==> src/rtl/route_timer_pkg.sv <==
package route_timer_pkg;
  localparam int DATA_W = 32;
  localparam int ADDR_W = 8;

  localparam logic [ADDR_W-1:0] OFS_ROUTE = 8'h24;
  localparam logic [ADDR_W-1:0] OFS_CTRL  = 8'h34;
  localparam logic [ADDR_W-1:0] OFS_CMD   = 8'h38;

  // control word fields
  localparam int BIT_TEN  = 28;
  localparam int BIT_IEN  = 29;
  localparam int BIT_PEND = 31;
  // command word fields
  localparam int BIT_RLD  = 30;
  localparam int BIT_CLR  = 31;
endpackage

==> src/rtl/rt_rst_sync.sv <==
module rt_rst_sync #(
  parameter int STAGES = 2
) (
  input  logic clk,
  input  logic rst_n,
  output logic rst_sync_n
);
  logic [STAGES-1:0] sync_q;
  logic [STAGES-1:0] sync_d;

  always_comb begin
    sync_d = {sync_q[STAGES-2:0], 1'b1};
  end

  always_ff @(posedge clk or negedge rst_n) begin
    if (!rst_n) begin
      sync_q <= '0;
    end else begin
      sync_q <= sync_d;
    end
  end

  assign rst_sync_n = sync_q[STAGES-1];
endmodule

==> src/rtl/rt_regs.sv <==
module rt_regs
  import route_timer_pkg::*;
#(
  parameter int CNT_W   = 28,
  parameter int ROUTE_W = 3
) (
  input  logic               clk,
  input  logic               rst_n,
  input  logic               wr_en,
  input  logic [ADDR_W-1:0]  addr,
  input  logic [DATA_W-1:0]  wdata,
  input  logic               pend,
  output logic [DATA_W-1:0]  rdata,
  output logic [CNT_W-1:0]   reload_val,
  output logic               tmr_en,
  output logic               int_en,
  output logic [ROUTE_W-1:0] route_code,
  output logic               clr_cmd,
  output logic               rld_cmd
);
  logic               hit_route;
  logic               hit_ctrl;
  logic               hit_cmd;

  logic [CNT_W-1:0]   reload_q, reload_d;
  logic               ten_q, ten_d;
  logic               ien_q, ien_d;
  logic [ROUTE_W-1:0] route_q, route_d;

  // address decode
  always_comb begin
    hit_route = wr_en && (addr == OFS_ROUTE);
    hit_ctrl  = wr_en && (addr == OFS_CTRL);
    hit_cmd   = wr_en && (addr == OFS_CMD);
  end

  // next-state values, used only when the matching enable is high
  always_comb begin
    reload_d = wdata[CNT_W-1:0];
    ten_d    = wdata[BIT_TEN];
    ien_d    = wdata[BIT_IEN];
    route_d  = wdata[ROUTE_W-1:0];
  end

  // the command word keeps no state: its bits turn into single-cycle strobes
  always_comb begin
    clr_cmd = hit_cmd && wdata[BIT_CLR];
    rld_cmd = hit_cmd && wdata[BIT_RLD];
  end

  always_ff @(posedge clk or negedge rst_n) begin
    if (!rst_n) begin
      reload_q <= '0;
      ten_q    <= 1'b0;
      ien_q    <= 1'b0;
    end else if (hit_ctrl) begin
      reload_q <= reload_d;
      ten_q    <= ten_d;
      ien_q    <= ien_d;
    end
  end

  always_ff @(posedge clk or negedge rst_n) begin
    if (!rst_n) begin
      route_q <= '0;
    end else if (hit_route) begin
      route_q <= route_d;
    end
  end

  // read mux
  always_comb begin
    rdata = '0;
    case (addr)
      OFS_ROUTE: rdata[ROUTE_W-1:0] = route_q;
      OFS_CTRL: begin
        rdata[CNT_W-1:0] = reload_q;
        rdata[BIT_TEN]   = ten_q;
        rdata[BIT_IEN]   = ien_q;
        rdata[BIT_PEND]  = pend;
      end
      default: rdata = '0;
    endcase
  end

  assign reload_val = reload_q;
  assign tmr_en     = ten_q;
  assign int_en     = ien_q;
  assign route_code = route_q;
endmodule

==> src/rtl/rt_countdown.sv <==
module rt_countdown #(
  parameter int CNT_W = 28
) (
  input  logic             clk,
  input  logic             rst_n,
  input  logic             tmr_en,
  input  logic [CNT_W-1:0] reload_val,
  input  logic             clr_cmd,
  input  logic             rld_cmd,
  output logic             expire,
  output logic             pend,
  output logic             tick
);
  logic [CNT_W-1:0] cnt_q, cnt_d;
  logic             cnt_en;
  logic             pend_q, pend_d;
  logic             tick_q;

  always_comb begin
    expire = tmr_en && (cnt_q == '0);
    cnt_en = tmr_en || rld_cmd;
    if (rld_cmd || expire) begin
      cnt_d = reload_val;
    end else begin
      cnt_d = cnt_q - CNT_W'(1);
    end
    // a fresh expiry outranks a clear on the same edge
    pend_d = expire || (pend_q && !clr_cmd);
  end

  always_ff @(posedge clk or negedge rst_n) begin
    if (!rst_n) begin
      cnt_q <= '0;
    end else if (cnt_en) begin
      cnt_q <= cnt_d;
    end
  end

  always_ff @(posedge clk or negedge rst_n) begin
    if (!rst_n) begin
      pend_q <= 1'b0;
      tick_q <= 1'b0;
    end else begin
      pend_q <= pend_d;
      tick_q <= expire;
    end
  end

  assign pend = pend_q;
  assign tick = tick_q;
endmodule

==> src/rtl/rt_router.sv <==
module rt_router #(
  parameter int NUM_CORES = 4,
  parameter int CORE_W    = 2,
  parameter int ROUTE_W   = 3
) (
  input  logic               pend,
  input  logic               int_en,
  input  logic [ROUTE_W-1:0] route_code,
  output logic [NUM_CORES-1:0] irq,
  output logic [NUM_CORES-1:0] fiq
);
  logic              level;
  logic              use_fiq;
  logic [CORE_W-1:0] core_sel;

  always_comb begin
    level    = pend && int_en;
    use_fiq  = route_code[ROUTE_W-1];
    core_sel = route_code[CORE_W-1:0];
  end

  for (genvar c = 0; c < NUM_CORES; c++) begin : g_core
    always_comb begin
      irq[c] = level && !use_fiq && (core_sel == CORE_W'(c));
      fiq[c] = level &&  use_fiq && (core_sel == CORE_W'(c));
    end
  end
endmodule

==> src/rtl/route_timer.sv <==
module route_timer
  import route_timer_pkg::*;
#(
  parameter int CNT_W     = 28,
  parameter int NUM_CORES = 4
) (
  input  logic                 clk,
  input  logic                 rst_n,
  input  logic                 bus_wr,
  input  logic [7:0]           bus_addr,
  input  logic [31:0]          bus_wdata,
  output logic [31:0]          bus_rdata,
  output logic                 tick_o,
  output logic [NUM_CORES-1:0] irq_o,
  output logic [NUM_CORES-1:0] fiq_o
);
  localparam int CORE_W  = $clog2(NUM_CORES);
  localparam int ROUTE_W = CORE_W + 1;

  logic               rst_sync_n;
  logic [CNT_W-1:0]   reload_val;
  logic               tmr_en;
  logic               int_en;
  logic [ROUTE_W-1:0] route_code;
  logic               clr_cmd;
  logic               rld_cmd;
  logic               expire;
  logic               pend;
  logic               tick;

  rt_rst_sync #(.STAGES(2)) u_rst (
    .clk        (clk),
    .rst_n      (rst_n),
    .rst_sync_n (rst_sync_n)
  );

  rt_regs #(.CNT_W(CNT_W), .ROUTE_W(ROUTE_W)) u_regs (
    .clk        (clk),
    .rst_n      (rst_sync_n),
    .wr_en      (bus_wr),
    .addr       (bus_addr),
    .wdata      (bus_wdata),
    .pend       (pend),
    .rdata      (bus_rdata),
    .reload_val (reload_val),
    .tmr_en     (tmr_en),
    .int_en     (int_en),
    .route_code (route_code),
    .clr_cmd    (clr_cmd),
    .rld_cmd    (rld_cmd)
  );

  rt_countdown #(.CNT_W(CNT_W)) u_cnt (
    .clk        (clk),
    .rst_n      (rst_sync_n),
    .tmr_en     (tmr_en),
    .reload_val (reload_val),
    .clr_cmd    (clr_cmd),
    .rld_cmd    (rld_cmd),
    .expire     (expire),
    .pend       (pend),
    .tick       (tick)
  );

  rt_router #(.NUM_CORES(NUM_CORES), .CORE_W(CORE_W), .ROUTE_W(ROUTE_W)) u_route (
    .pend       (pend),
    .int_en     (int_en),
    .route_code (route_code),
    .irq        (irq_o),
    .fiq        (fiq_o)
  );

  assign tick_o = tick;
endmodule

==> config.mk <==
export PLATFORM = sky130hd
export DESIGN_NAME = route_timer
export DESIGN_NICKNAME = d
export VERILOG_FILES = /design/src/rtl/route_timer_pkg.sv /design/src/rtl/rt_rst_sync.sv /design/src/rtl/rt_regs.sv /design/src/rtl/rt_countdown.sv /design/src/rtl/rt_router.sv /design/src/rtl/route_timer.sv
export SDC_FILE = /design/constraint.sdc
export NUM_CORES = 1
export LEC_CHECK = 0
export CAP_MARGIN = 25
export CORE_MARGIN = 10
export CORE_UTILIZATION = 51
export CTS_CLUSTER_SIZE = 40
export DETAILED_ROUTE_END_ITERATION = 8
export PLACE_DENSITY_LB_ADDON = 0.12
export SYNTH_ARGS = -nofsm -noshare
export SYNTH_HDL_FRONTEND = slang
export SYNTH_HIERARCHICAL = 1
export SYNTH_SLANG_ARGS = --single-unit
==> constraint.sdc <==
create_clock -name clk -period 2.72 [get_ports clk]
set_clock_uncertainty 0.05 [all_clocks]
set_input_delay 0.544 -clock clk [delete_from_list [all_inputs] [get_ports clk]]
set_output_delay 0.544 -clock clk [all_outputs]
set_load 0.05 [all_outputs]
---- Yosys cells after proc, flatten, opt, wreduce, memory -nomap -nowiden ----
Cells that the tools add are included.
storage, ports and cells
  bits in latches ......................... 0
  memory bits (read-only) ................. 0
  word-level logic and storage cells ...... 44
  bits in writable memories ............... 0
  bits in registers ....................... 65
  memories kept ........................... 0
operators by class
  multiplexer cells ....................... 4
  add/sub/neg operators ................... 1
  bitwise operators ....................... 0
  reductions and logical operators ........ 25
  order comparisons ....................... 0
  shift-type cells ........................ 0
  $mul .................................... 0
  divide/modulo/power cells ............... 0
  equality and inequality tests ........... 6
operators by type and width
  operator                                                                count
  28-bit logical NOT                                                      1
  28-bit two-way mux                                                      1
  28-bit by 1-bit subtractor with 28-bit output (second input constant)   1
  27-bit two-way mux                                                      1
  8-bit by 6-bit equality test with 1-bit output (second input constant)  3
  1-bit logical AND                                                       18
  3-bit one-hot mux with 2 select lines                                   1
  2-bit equality test (second input constant)                             2
  1-bit logical OR                                                        3
  2-bit by 1-bit equality test with 1-bit output (second input constant)  1
  1-bit logical NOT                                                       2
  2-bit logical NOT                                                       1
  1-bit two-way mux                                                       1

---- Longest topological paths before layout ----
Gate-level depths: netlist of run 1.
  depth after elaboration ................. 6
  mapped depth ............................ 9

---- Hierarchy ----
Netlist of run 1, hierarchy kept.
modules (own cells, without submodules)
  module        times used  cells an instance  sequential area each (µm²)  area an instance (µm²)
  rt_countdown  1           232                750.7                       1973.1
  rt_regs       1           121                825.8                       1686.6
  rt_router     1           13                 0.0                         88.8
  rt_rst_sync   1           3                  50.0                        53.8

---- Worst setup path after synthesis of run 1 ----
OpenSTA, ideal clock, no wires.
  kind .................................... input -> output
  start point ............................. input port bus_addr[1]
  end point ............................... output port bus_rdata[10]
  arrival time ............................ 1.863 ns
  stages .................................. 5
  buffers on the path ..................... 2
  slack ................................... 0.263 ns
  path through ............................ nor4b_4 nor2b_1 clkbuf_1 clkbuf_1 and2_1
on the way
  word-level cells in the longest chain between the ends .. 2
RTL lines
  element                                         line               RTL
  start: declaration                              route_timer.sv:10  input logic [7:0] bus_addr,
  8-bit by 6-bit equality test with 1-bit output  rt_regs.sv:74      case (addr)
  27-bit two-way mux                              rt_regs.sv:74
  end: declaration                                route_timer.sv:12  output logic [31:0] bus_rdata,
Every way passes these cells.

---- Final worst setup path of run 1 ----
  start point ............................. input port bus_addr[6]
  end point ............................... output port bus_rdata[17]
Same word-level chain as after synthesis.

==> flow_metrics.py, run 1 <==
metrics = {
    "floorplanning": {
        "start_util": 0.524,
        "core_mm2": 0.00725,
        "fp.dieW_um": 106,
        "dieArea_mm2": 0.0113,
        "ios": 84,
        "die_y_um": 106,
        "core.rowCount": 31,
    },
    "placed_design": {
        "place_ws_ns": -0.129,
        "port_buffers": 82,
        "gp_congestion": 0.899,
        "hpwl_mm": 8.35,
    },
    "cts": {
        "cts-hold-fix-buffers": 0,
        "cts_sinks": 65,
        "cts_root_buffer": "clkbuf_8",
        "cts_buffers": 9,
        "cts_tree": "done",
        "clkTransAtPathRegs_ns": 0.08,
        "htreeDepth": 3,
        "clkLatencyLatePin_ns": 0.35,
        "cts_buffer_depth": 2,
    },
    "timing": {
        "tns_ns": 0,
        "worst_pin_slew_ns": 0.711,
        "maxSlewHeadroom": 0.526,
        "setup_ws_ns": 0.0529,
        "setup_viol": 0,
        "finalCritPeriodShare": 0.981,
        "max_freq_mhz": 375,
        "finalHoldViolCount": 0,
        "slew_violations": 0,
        "finalWorstPathRequiredPeriod_ns": 2.67,
    },
    "detailed_routing": {
        "vias_per_cell": 5.75,
        "vias": 3418,
        "drtIter0Drc": 236,
        "postRouteAntennaNets": 0,
        "routed_wirelength_mm": 11.5,
        "wl_per_cell_um": 19.4,
        "dr.pass1.iters": 6,
        "route.detailed.drc": 0,
    },
    "power_and_ir_drop": {
        "leakage_nw": 2.57,
        "internal_power_mw": 1.67,
        "swShare": 0.304,
        "p_switching_mw": 0.733,
        "power.density_mw_per_mm2": 427,
        "clkPwrFrac": 0.324,
        "seqPwrFrac": 0.470,
        "ir_worst_vdd_v": 0.000332,
        "p_comb_frac": 0.206,
    },
    "setup_path": {
        "worstPathCellList": "clkdlybuf4s50_1 -> nand4bb_1 -> buf_4 -> nor2b_4 -> buf_6 -> clkbuf_16 -> and2_4 -> buf_12",
        "ff2ff_setup_slack_ns": 0.10,
        "cp.buffers_inverters": 5,
        "end_kind": "primary output",
        "crit_type": "primary input to primary output",
        "critPathMaxStageDelay_ns": 0.41,
        "cp_max_fo": 7,
        "cp-start-kind": "primary input",
        "critPathRequiredTime_ns": 2.13,
        "worst_ep_arrival_time_ns": 2.07,
        "cp_top_family": "buffers and inverters",
        "r2r_cells": 4,
        "r2r-start": "u_cnt/cnt_q[6]$_DFFE_PN0P_",
        "critPathSlowestCell": "clkdlybuf4s50_1",
        "timing.rr.end": "u_cnt/cnt_q[27]$_DFFE_PN0P_",
    },
    "synthesis": {
        "synth_top_family_by_area": "simple AND/OR/NAND/NOR gates",
        "synth_mux_area_frac": 0.157,
        "yosysMostFrequentCell": "dfrtp_1",
        "synth_area_mm2": 0.00380,
        "avgSynthCellArea_um2": 10.3,
        "yosys.area.top_type_share": 0.428,
        "synthXorXnorAreaFrac": 0.00921,
        "syn-num-nets": 414,
        "synth_seq_cells": 65,
        "synthArstFlopShare": 1.00,
        "synthAdderAreaFrac": 0.00658,
        "ys.flop_type": "dfrtp_1",
        "ys_top_cells_by_area": "dfrtp_1, mux2_4, and2_1",
        "yosysUniqueCellTypes": 60,
        "synth_compound_area_frac": 0.0987,
        "synthSimpleGateAreaFrac": 0.267,
        "synthTopCellsByCount": "dfrtp_1, and2_1, mux2_4, nor2_1, nand2_1",
        "yosysWarningCount": 6,
        "synth-edff-count": 0,
        "yosysTopAreaCell": "dfrtp_1",
        "ys_seq_area_frac": 0.428,
        "netlist_instances": 369,
    },
    "layout": {
        "diodes": 0,
        "finalNetCount": 535,
        "area_delta_synth_final_pct": 48.4,
        "drive_gt1_frac": 0.339,
    },
    "global_routing": {
        "grt_usage": 0.200,
        "grt_pass1_vias": 3562,
        "grt_pass1_wl_mm": 18.3,
        "overflow": 0,
        "antenna_found_initial": 0,
        "grt_start_max_net_pins": 34,
    },
    "hold_path": {
        "min_path_type": "flip-flop to asynchronous set/reset pin",
    },
    "status": {
        "status": "complete, no violations",
    },
    "flow_run": {
        "drv_cap": 0,
    },
}
==> layout make-up <==
class | instances | area, um2
clock buffers | 11 | 151
clock inverters | 5 | 38.8
fillers | 495 | 1610
inverters | 7 | 26.3
multi-input cells | 279 | 2120
flip-flops and latches | 65 | 1630
well taps | 99 | 124
repair buffers | 128 | 1560
==> registers in the layout, summed over array words and instances, names as in the netlist <==
register	count
u_cnt/cnt_q	28
u_regs/reload_val	28
u_regs/route_code	3
u_rst/sync_q	2
u_cnt/pend	1
u_cnt/tick	1
u_regs/int_en	1
u_regs/tmr_en	1
==> layout by cell type (no fill, tap or decap), types with 11 or more instances in the layout <==
master	n
nor2_1	30
buf_12	34
o21ai_0	12
mux2_4	30
buf_4	38
a21oi_1	15
nor4_1	14
and2_4	21
dfrtp_1	64
clkbuf_8	11
nand3_1	16
nand2_1	23
clkdlybuf4s50_1	47
==> worst max-delay path by stage <==
| stage | start | endpoint | slack (ns) | cells after the start |
|---|---|---|---|---|
| final | bus_addr[6] | bus_rdata[17] | 0.05 | 8 |
| after global placement | bus_addr[6] | u_cnt/cnt_q[14]$_DFFE_PN0P_ | -0.08 | 10 |
| after CTS | bus_addr[0] | bus_rdata[7] | -0.0006 | 7 |
| after floorplan | bus_addr[1] | bus_rdata[10] | 0.26 | 5 |
| after detailed placement | bus_addr[0] | bus_rdata[17] | -0.13 | 7 |
| after global routing | bus_addr[2] | bus_rdata[18] | -0.03 | 7 |
==> per-layer routing <==
metal,wire length [um],vias up,global-route usage
met1,4560,1659,0.238
li1,-,1592,-
met2,5840,141,0.332
met3,821,26,0.0622
met5,0,-,0
met4,304,0,0.0754
==> power by group through the flow <==
stage / Combinational, mW / Clock [mW] / Sequential (mW)
2_1_floorplan: 0.252 / 0 / 1.14
3_3_place_gp: 0.459 / 0 / 1.14
3_5_place_dp: 0.480 / 0 / 1.14
4_1_cts: 0.484 / 0.792 / 1.13
5_1_grt: 0.535 / 0.839 / 1.14
6_report: 0.496 / 0.781 / 1.13
==> stage by stage <==
step           cell area, um2  utilization  power [mW]  hold slack (ns)  cells
6_report                 5640        0.778        2.41            0.273    594
5_1_grt                  5640        0.778        2.52            0.286    594
4_1_cts                  5520        0.761        2.40            0.290    589
3_5_place_dp             5310        0.732        1.62            0.289    573
3_3_place_gp             5310        0.732        1.60            0.288    573
2_1_floorplan            3800            -        1.39            0.198    369
==> cell families after synthesis <==
| family | after synthesis |
|---|---|
| compound gates | 56 |
| xor+xnor | 4 |
| fa+ha+maj | 2 |
| buf+inv | 25 |
| flops | 65 |
| mux | 44 |
| other cells | 2 |
| simple gates | 171 |
==> repair_timing <==
action | 4_1_cts | 5_1_grt
setup buffers | 0 | 3
cloned | 0 | 2
setup endpoints to repair | 28 | 30
gates resized for setup | 6 | 26
pin swaps | 0 | 2
Note: power is estimated with default switching activity, not from simulation.
==> inputs of run 2 (changes only) <==
--- a/config.mk
+++ b/config.mk
@@ -7,11 +7,11 @@
 export LEC_CHECK = 0
 export CAP_MARGIN = 25
 export CORE_MARGIN = 10
-export CORE_UTILIZATION = 51
+export CORE_UTILIZATION = 50
 export CTS_CLUSTER_SIZE = 40
 export DETAILED_ROUTE_END_ITERATION = 8
 export PLACE_DENSITY_LB_ADDON = 0.12
+export SLEW_MARGIN = 10
 export SYNTH_ARGS = -nofsm -noshare
 export SYNTH_HDL_FRONTEND = slang
-export SYNTH_HIERARCHICAL = 1
 export SYNTH_SLANG_ARGS = --single-unit
==> flow_metrics.py, run 2 <==
metrics = {
    "layout": {
        "diodes": 0,
        "final_cell_mix": "dfrtp_1, clkdlybuf4s50_1, nor2_1",
        "drive_gt1_frac": 0.333,
        "utilization": 0.764,
        "area_delta_synth_final_pct": 50.9,
        "finalNetCount": 526,
        "final_common_cell": "dfrtp_1",
    },
    "setup_path": {
        "cp_max_fo": 8,
        "cp.buffers_inverters": 5,
        "end_kind": "primary output",
        "worst_ep_arrival_time_ns": 2.06,
        "crit_type": "primary input to primary output",
        "critPathSlowestCell": "clkdlybuf4s50_1",
        "worstPathCellList": "clkdlybuf4s50_1 -> inv_1 -> nor4b_4 -> buf_4 -> clkbuf_16 -> and2_4 -> buf_12",
        "critPathMaxStageDelay_ns": 0.50,
        "cp-start-kind": "primary input",
        "cp_top_family": "buffers and inverters",
        "critPathRequiredTime_ns": 2.13,
    },
    "timing": {
        "worst_pin_slew_ns": 0.740,
        "setup_ws_ns": 0.0709,
        "maxSlewHeadroom": 0.507,
        "slew_violations": 0,
        "finalHoldViolCount": 0,
        "rsz0062_at_grt": "no",
        "setup_viol": 0,
        "finalCritPeriodShare": 0.974,
        "max_freq_mhz": 377,
        "finalWorstPathRequiredPeriod_ns": 2.65,
    },
    "power_and_ir_drop": {
        "leakage_nw": 2.42,
        "power.density_mw_per_mm2": 455,
        "ir_worst_vdd_v": 0.000319,
    },
    "cts": {
        "clkTransAtPathRegs_ns": 0.08,
        "htreeDepth": 3,
        "cts-hold-fix-buffers": 0,
        "cts_buffer_depth": 2,
        "cts_root_buffer": "clkbuf_8",
        "clkLatencyLatePin_ns": 0.35,
        "cts_sinks": 65,
        "cts_buffers": 9,
        "cts_tree": "done",
    },
    "floorplanning": {
        "fp.dieW_um": 105,
        "core.rowCount": 31,
        "dieArea_mm2": 0.0111,
        "ios": 84,
        "core_mm2": 0.00718,
        "start_util": 0.507,
        "die_y_um": 105,
    },
    "synthesis": {
        "synthArstFlopShare": 1.00,
        "netlist_instances": 378,
        "yosysMostFrequentCell": "dfrtp_1",
        "yosysTopAreaCell": "dfrtp_1",
        "ys_seq_area_frac": 0.448,
        "yosys.area.top_type_share": 0.448,
        "yosysWarningCount": 0,
        "ys_top_cells_by_area": "dfrtp_1, mux2_2, and2_1",
        "synth-edff-count": 0,
        "synth_seq_cells": 65,
        "synthTopCellsByCount": "dfrtp_1, nor2_1, mux2_2",
        "syn-num-nets": 423,
        "yosysUniqueCellTypes": 55,
        "ys.flop_type": "dfrtp_1",
        "synth_area_mm2": 0.00363,
        "avgSynthCellArea_um2": 9.62,
    },
    "detailed_routing": {
        "vias_per_cell": 5.77,
        "dr.pass1.iters": 4,
        "routed_wirelength_mm": 11.1,
        "vias": 3373,
        "route.detailed.drc": 0,
        "drtIter0Drc": 254,
        "wl_per_cell_um": 18.9,
        "postRouteAntennaNets": 0,
    },
    "hold_path": {
        "min_path_type": "flip-flop to asynchronous set/reset pin",
    },
    "global_routing": {
        "use_met3": 0.0731,
        "antenna_found_initial": 0,
        "grt_pass1_wl_mm": 18.4,
        "overflow": 0,
        "use_met1": 0.244,
        "grtUsageMet2": 0.332,
        "grt_pass1_vias": 3609,
        "busiest_layer": "met2",
        "grt_usage": 0.200,
        "grt_start_max_net_pins": 33,
    },
    "placed_design": {
        "port_buffers": 82,
        "gp_congestion": 0.897,
        "hpwl_mm": 7.68,
        "place_ws_ns": -0.257,
    },
    "status": {
        "status": "complete, no violations",
    },
    "flow_run": {
        "drv_cap": 0,
    },
}
[run 2: cell types whose count changed after synthesis, moves of 4 or more]
cell / delta
mux2_4: -30
mux2_2: +29
a21oi_1: +11
o21ai_0: +11
mux2i_1: -9
nor3_1: +8
nor4_1: -8
nor2b_1: -7
o22a_1: +7
a2bb2oi_1: -5
nor2_1: +5
a31oi_1: +4
nand2_1: +4
[run 2: through the flow]
| step | power [mW] | hold WS (ns) | instance area, um2 | TNS, ns | std cells |
|---|---|---|---|---|---|
| 2_1_floorplan | 1.27 | 0.198 | 3680 | 0 | 378 |
| 3_3_place_gp | 1.39 | 0.293 | 5040 | -7.10 | 564 |
| 3_5_place_dp | 1.41 | 0.305 | 5040 | -9.16 | 564 |
| 4_1_cts | 2.50 | 0.295 | 5430 | 0 | 584 |
| 5_1_grt | 2.61 | 0.283 | 5480 | 0 | 585 |
| 6_report | 2.49 | 0.284 | 5480 | 0 | 585 |
[run 2: layer usage]
| layer | share of wire | vias up |
|---|---|---|
| met5 | 0 | - |
| met4 | 0.017 | 0 |
| met3 | 0.084 | 13 |
| met2 | 0.47 | 121 |
| met1 | 0.43 | 1645 |
| li1 | - | 1594 |
[run 2: cell families after synthesis]
logic type,count (synthesis),synth area share
compound gates,84,0.143
fa+ha+maj,2,0.00688
buf+inv,25,0.0420
flops,65,0.448
mux,34,0.105
other cells,2,0.00207
simple gates,166,0.254
[run 2: path summary, 6_finish.rpt]
check | startpoint | to | slack [ns] | cells after the start
setup / recovery | bus_addr[4] | bus_rdata[17] | 0.07 | 7
hold / removal | u_rst.sync_q[1]$_DFF_PN0_ | u_regs.reload_val[15]$_DFFE_PN0P_ | 0.28 | 0
setup reg to reg | u_cnt.cnt_q[21]$_DFFE_PN0P_ | u_cnt.cnt_q[9]$_DFFE_PN0P_ | 0.14 | 7
hold reg to reg | u_rst.sync_q[1]$_DFF_PN0_ | u_regs.reload_val[15]$_DFFE_PN0P_ | 0.28 | 0
max in group asynchronous | u_rst.sync_q[1]$_DFF_PN0_ | u_cnt.cnt_q[7]$_DFFE_PN0P_ | 1.70 | 1
min in group clk | u_rst.sync_q[0]$_DFF_PN0_ | u_rst.sync_q[1]$_DFF_PN0_ | 0.31 | 0
[run 2: power by group]
group / switching [mW] / leakage (nW) / internal [mW]
registers: 0.0859 / 0.853 / 1.03
logic: 0.132 / 1.43 / 0.154
clock network: 0.393 / 0.133 / 0.703
total: 0.611 / 2.42 / 1.88
[run 2: cell type report]
type                       count  area (um2)
multi-input combinational    288        1990
fill                         490        1690
sequential                    65        1630
timing repair buffer         111        1440
clock inverter                 7         143
clock buffer                   9         124
tap                           99         124
inverter                       6        35.0
[run 2: timing repair]
action / 4_1_cts / 5_1_grt
pin swaps: 0 / 4
setup endpoints to repair: 31 / 34
gates resized for setup: 26 / 27
buffers inserted: 2 / 0
gates cloned: 2 / 1
